### src/rtl/vbirq_pkg.sv
package vbirq_pkg;

   typedef enum logic {
      SEL_CTRL = 1'b0,
      SEL_STAT = 1'b1
   } reg_sel_e;

   localparam logic [31:0] CLR_MASK_V0 = 32'h000F_040F;
   localparam logic [31:0] CLR_MASK_V1 = 32'hFC08_0EFF;

   function automatic logic [31:0] clear_mask(input int variant);
      return (variant == 0) ? CLR_MASK_V0 : CLR_MASK_V1;
   endfunction

endpackage

### src/rtl/vbirq_timer.sv
module vbirq_timer #(
   parameter int FRAME_CYCLES = 1666667
) (
   input  logic clk,
   input  logic rst_n,
   input  logic run,
   input  logic restart,
   input  logic halt,
   output logic tick
);
   localparam int CNT_W = (FRAME_CYCLES > 2) ? $clog2(FRAME_CYCLES) : 1;
   localparam logic [CNT_W-1:0] LAST = CNT_W'(FRAME_CYCLES - 1);

   logic [CNT_W-1:0] cnt_q;
   logic             at_end;

   assign at_end = (cnt_q == LAST);
   assign tick   = run && !restart && !halt && at_end;

   always_ff @(posedge clk or negedge rst_n) begin
      if (!rst_n) begin
         cnt_q <= '0;
      end else if (restart || halt || !run || at_end) begin
         cnt_q <= '0;
      end else begin
         cnt_q <= cnt_q + 1'b1;
      end
   end
endmodule

### src/rtl/vbirq_src.sv
module vbirq_src #(
   parameter int FRAME_CYCLES = 1666667,
   parameter bit USE_PULSE    = 1'b0
) (
   input  logic clk,
   input  logic rst_n,
   input  logic enabled,
   input  logic arm,
   input  logic disarm,
   input  logic frame_pulse,
   output logic vb_evt
);
   logic periodic;

   generate
      if (USE_PULSE) begin : g_pulse
         assign periodic = enabled && !disarm && frame_pulse;
         logic unused_clk_rst;
         assign unused_clk_rst = clk ^ rst_n;
      end else begin : g_timer
         logic unused_pulse;
         assign unused_pulse = frame_pulse;
         vbirq_timer #(.FRAME_CYCLES(FRAME_CYCLES)) u_timer (
            .clk    (clk),
            .rst_n  (rst_n),
            .run    (enabled),
            .restart(arm),
            .halt   (disarm),
            .tick   (periodic)
         );
      end
   endgenerate

   assign vb_evt = arm || periodic;
endmodule

### src/rtl/vbirq_status.sv
module vbirq_status #(
   parameter int              DATA_W   = 32,
   parameter logic [DATA_W-1:0] CLR_MASK = '1
) (
   input  logic              clk,
   input  logic              rst_n,
   input  logic [DATA_W-1:0] set_vec,
   input  logic [DATA_W-1:0] clr_vec,
   output logic [DATA_W-1:0] status_q
);
   genvar b;
   generate
      for (b = 0; b < DATA_W; b++) begin : g_bit
         if (CLR_MASK[b]) begin : g_clearable
            always_ff @(posedge clk or negedge rst_n) begin
               if (!rst_n)          status_q[b] <= 1'b0;
               else if (set_vec[b]) status_q[b] <= 1'b1;
               else if (clr_vec[b]) status_q[b] <= 1'b0;
            end
         end else begin : g_sticky
            logic unused_clr;
            assign unused_clr = clr_vec[b];
            always_ff @(posedge clk or negedge rst_n) begin
               if (!rst_n)          status_q[b] <= 1'b0;
               else if (set_vec[b]) status_q[b] <= 1'b1;
            end
         end
      end
   endgenerate
endmodule

### src/rtl/vblank_irq_ctl.sv
module vblank_irq_ctl #(
   parameter int DATA_W       = 32,
   parameter int VARIANT      = 0,
   parameter int VB_BIT       = 0,
   parameter int FRAME_CYCLES = 1666667,
   parameter bit USE_PULSE    = 1'b0
) (
   input  logic              clk,
   input  logic              rst_n,
   input  logic              reg_wr,
   input  logic              reg_sel,
   input  logic [DATA_W-1:0] reg_wdata,
   input  logic              rd_sel,
   output logic [DATA_W-1:0] rd_data,
   input  logic [DATA_W-1:0] evt_in,
   input  logic              frame_pulse,
   output logic              irq
);
   import vbirq_pkg::*;

   localparam logic [DATA_W-1:0] CLR_MASK = DATA_W'(clear_mask(VARIANT));

   generate
      if (DATA_W < 32) begin : g_bad_width
         $error("DATA_W must be at least 32");
      end
      if (VARIANT != 0 && VARIANT != 1) begin : g_bad_variant
         $error("VARIANT must be 0 or 1");
      end
      if (VB_BIT < 0 || VB_BIT >= DATA_W) begin : g_bad_bit
         $error("VB_BIT out of range");
      end
      if (FRAME_CYCLES < 2) begin : g_bad_period
         $error("FRAME_CYCLES must be at least 2");
      end
   endgenerate

   logic              wr_ctrl, wr_stat, arm, disarm, vb_evt;
   logic [DATA_W-1:0] ctrl_q, status_q, set_vec, clr_vec;

   assign wr_ctrl = reg_wr && (reg_sel_e'(reg_sel) == SEL_CTRL);
   assign wr_stat = reg_wr && (reg_sel_e'(reg_sel) == SEL_STAT);
   assign arm     = wr_ctrl &&  reg_wdata[VB_BIT];
   assign disarm  = wr_ctrl && !reg_wdata[VB_BIT];

   always_ff @(posedge clk or negedge rst_n) begin
      if (!rst_n)       ctrl_q <= '0;
      else if (wr_ctrl) ctrl_q <= reg_wdata;
   end

   vbirq_src #(.FRAME_CYCLES(FRAME_CYCLES), .USE_PULSE(USE_PULSE)) u_src (
      .clk        (clk),
      .rst_n      (rst_n),
      .enabled    (ctrl_q[VB_BIT]),
      .arm        (arm),
      .disarm     (disarm),
      .frame_pulse(frame_pulse),
      .vb_evt     (vb_evt)
   );

   always_comb begin
      set_vec         = evt_in;
      set_vec[VB_BIT] = evt_in[VB_BIT] | vb_evt;
      clr_vec         = wr_stat ? reg_wdata : '0;
   end

   vbirq_status #(.DATA_W(DATA_W), .CLR_MASK(CLR_MASK)) u_stat (
      .clk     (clk),
      .rst_n   (rst_n),
      .set_vec (set_vec),
      .clr_vec (clr_vec),
      .status_q(status_q)
   );

   assign irq     = |(status_q & ctrl_q);
   assign rd_data = rd_sel ? status_q : ctrl_q;
endmodule

### config.mk
export PLATFORM = sky130hd
export DESIGN_NAME = vblank_irq_ctl
export DESIGN_NICKNAME = d
export VERILOG_FILES = /design/src/rtl/vbirq_pkg.sv /design/src/rtl/vbirq_timer.sv /design/src/rtl/vbirq_src.sv /design/src/rtl/vbirq_status.sv /design/src/rtl/vblank_irq_ctl.sv
export SDC_FILE = /design/constraint.sdc
export NUM_CORES = 1
export LEC_CHECK = 0
export ABC_AREA = 1
export BUFFER_PORTS_ARGS = -buffer_cell sky130_fd_sc_hd__buf_2
export CAP_MARGIN = 25
export CORE_MARGIN = 2
export CORE_UTILIZATION = 48
export CTS_CLUSTER_DIAMETER = 150
export CTS_CLUSTER_SIZE = 14
export DETAILED_ROUTE_END_ITERATION = 12
export HOLD_SLACK_MARGIN = 0.08
export PLACE_DENSITY_LB_ADDON = 0.15
export SYNTH_ARGS = -nofsm -noshare
export SYNTH_HDL_FRONTEND = slang
export SYNTH_SLANG_ARGS = --single-unit
### constraint.sdc
create_clock -name clk -period 1.3 [get_ports clk]
set_input_delay 0.26 -clock clk [delete_from_list [all_inputs] [get_ports clk]]
set_output_delay 0.26 -clock clk [all_outputs]
set_load 0.01 [all_outputs]
==> metrics.cfg <==
[outcome]
status = finished, violations left
violations = negative setup slack

[layout]
area_growth_pct = 51.4
diodes = 0
design_area_um2 = 6290
drive_above_1_share = 0.448
fin_nets = 764
post-route-util = 0.758

[global_routing]
antenna_found_initial = 0
track_usage = 0.245
grt_pass1_vias = 4057
grt_busiest_layer = met2
grt_overflow_total = 0
grt_util_met3 = 0.0542
grt_pass1_wl_um = 18600
met2_usage = 0.426
grtUsageMet1 = 0.298
grt_max_degree = 41

[detailed_routing]
wl_um = 11600
drtAntennaViolNets = 0
drtIter0Drc = 137
vias_per_cell = 4.97
vias = 3988
dr.pass1.iters = 4
drc_errors = 0
wire_per_inst_um = 14.4

[synthesis]
yosysSeqAreaShare = 0.512
synth_cell_types = 29
syn_area_per_cell_um2 = 8.22
netlist_area_um2 = 4150
yosys_warnings = 0
yosys_register_bits = 85
synth_fp_nets = 577
synth_cells = 505

[timing]
fin_crit_sh = 1.38
fin_skew_ns = 0.00566
hold_viol = 0
worst_slew_pin_slew_ns = 0.483
final_max_slew_viol_count = 0
max-slew-margin-rel = 0.677
setup_viol = 51
rsz0062_at_grt = true
layout_setup_ws_ns = -0.488
fin_crit_ns = 1.79
fmax_mhz = 559

[clocking]
root_buffer = clkbuf_8
cts_inserted_buffers = 9
cts_tree = built
clk_latency_ns = 0.36
clock_path_buffers = 2
cts.sinks = 85
clkSlewWorstSetupHoldPaths_ns = 0.08
htreeDepth = 3

[pwr]
leakagePower_nw = 2.91
power_density_nw_per_um2 = 996
irDropWorstVdd_mv = 0.775

[critical_path]
path_max_fanout = 2
required_ns = 1.04
critPathArrivalTime_ns = 1.53
endpoint_kind = output port
start_kind = flop
critPathKind = flop to output port

[flow_run]
maxCapViolCount = 0

[floorplan]
ios = 103
die-area_um2 = 9410
dieWidth_um = 97.0
num_rows = 33
fp.coreArea_um2 = 8300
initial_core_util = 0.500
die_y_um = 97.0

[placed_design]
post-place-ws_ns = -0.162
place_area_um2 = 5240
dpl.hpwl_um = 7550
portBuffers = 101
gp_congestion = 0.876

[worst_hold_path]
hold_class = input pin to flop

[metal layers]
| metal | wire length, µm | part of all wire |
|---|---|---|
| met1 | 4820 | 0.42 |
| met2 | 5940 | 0.51 |
| met3 | 555 | 0.048 |
| met4 | 244 | 0.021 |
| met5 | 0 | 0 |
[critical path, stage by stage (launching register included)]
cell and delay [ns]:
dfrtp_1 0.40, nand2_1 0.08, nand4_1 0.14, or2_4 0.26, nor2_2 0.09, nand2_1 0.07, buf_2 0.14
[synth_stat cells, drive strengths merged]
cell type	count	area share
clkbuf	10	0.0090
a22o	2	0.0042
inv	48	0.043
dfrtp	85	0.51
mux2	14	0.038
nand2	163	0.15
buf	3	0.0051
nand4	9	0.014
a21oi	6	0.0072
o21ai	35	0.042
a211oi	1	0.0018
nor2	67	0.068
xor2	5	0.011
nor3	5	0.0060
nand3	13	0.020
a21o	4	0.0072
xnor2	2	0.0042
or2	25	0.038
o21bai	6	0.012
ha	2	0.0060
[path summary, 6_finish.rpt]
path	from	endpoint	slack (ns)	depth (start not counted)
max	u_stat.status_q[24]	irq	-0.49	6
min	evt_in[4]	u_stat.status_q[4]	0.09	2
max reg2reg	u_src.g_timer.u_timer.cnt_q[0]	u_src.g_timer.u_timer.cnt_q[2]	-0.19	10
min reg2reg	u_stat.status_q[5]	u_stat.status_q[5]	0.50	1
max in group asynchronous	rst_n	u_src.g_timer.u_timer.cnt_q[1]	0.55	3
min in group asynchronous	rst_n	u_src.g_timer.u_timer.cnt_q[16]	0.29	2
[kinds of logic (layout without fill, tap and decap cells)]
family          Yosys count  after routing  share of synthesized area
flops                    85             85                      0.512
buf+inv                  61            250                     0.0576
mux                      14             14                     0.0380
compound gates           54             54                     0.0744
xor+xnor                  7              7                     0.0148
simple gates            282            285                      0.297
fa+ha+maj                 2              2                    0.00602
[state kept, by name (all words and copies together), names as in the netlist]
register and cells:
ctrl_q 32, u_src.g_timer.u_timer.cnt_q 21, u_stat.status_q 32
[layout by cell type (no fill, tap or decap), types with 5 or more instances in the layout]
cell type	n
nand2_1	148
buf_2	86
dfrtp_1	81
buf_6	46
inv_1	41
buf_4	34
nor2_1	29
nor2_2	28
or2_2	23
o21ai_0	19
dlygate4sd3_1	16
mux2_4	12
nand2_2	10
nor2_4	10
clkbuf_8	10
nand4_1	9
o21ai_2	8
o21ai_1	8
inv_2	7
nand3_1	7
nand2_4	6
nand3_4	5
a21oi_1	5
o21bai_1	5
[repair_timing]
item	4_1_cts	5_1_grt
endpoints found under the hold margin	99	1
gates cloned	2	1
hold buffers	15	1
gates resized for setup	93	74
endpoints found under the setup margin	55	55
pin swaps	18	25
setup buffers	8	14
[final cells by class]
type / instances / area [µm²]
multi-input cells: 362 / 2180
clock buffers: 13 / 149
inverters: 48 / 180
well taps: 105 / 131
fillers: 590 / 2010
clock inverters: 3 / 68.8
repair buffers: 186 / 1440
flip-flops and latches: 85 / 2130
[through the flow]
| step | hold slack (ns) | power (mW) | cells | TNS (ns) |
|---|---|---|---|---|
| floorplan | -0.0356 | 3.36 | 505 | -0.693 |
| global placement | 0.129 | 3.86 | 759 | -1.68 |
| detailed placement | 0.126 | 3.88 | 759 | -2.28 |
| CTS | 0.0801 | 6.18 | 795 | -7.29 |
| global route | 0.0812 | 6.56 | 802 | -10.19 |
| finish | 0.0891 | 6.26 | 802 | -7.39 |
[where the power goes]
part           total (mW)  internal, mW  switching [mW]
combinational        1.30         0.659           0.642
clock                2.07          1.14           0.927
sequential           2.89          2.79           0.100
total                6.26          4.59            1.67
Power figures use the tool's default switching activity.
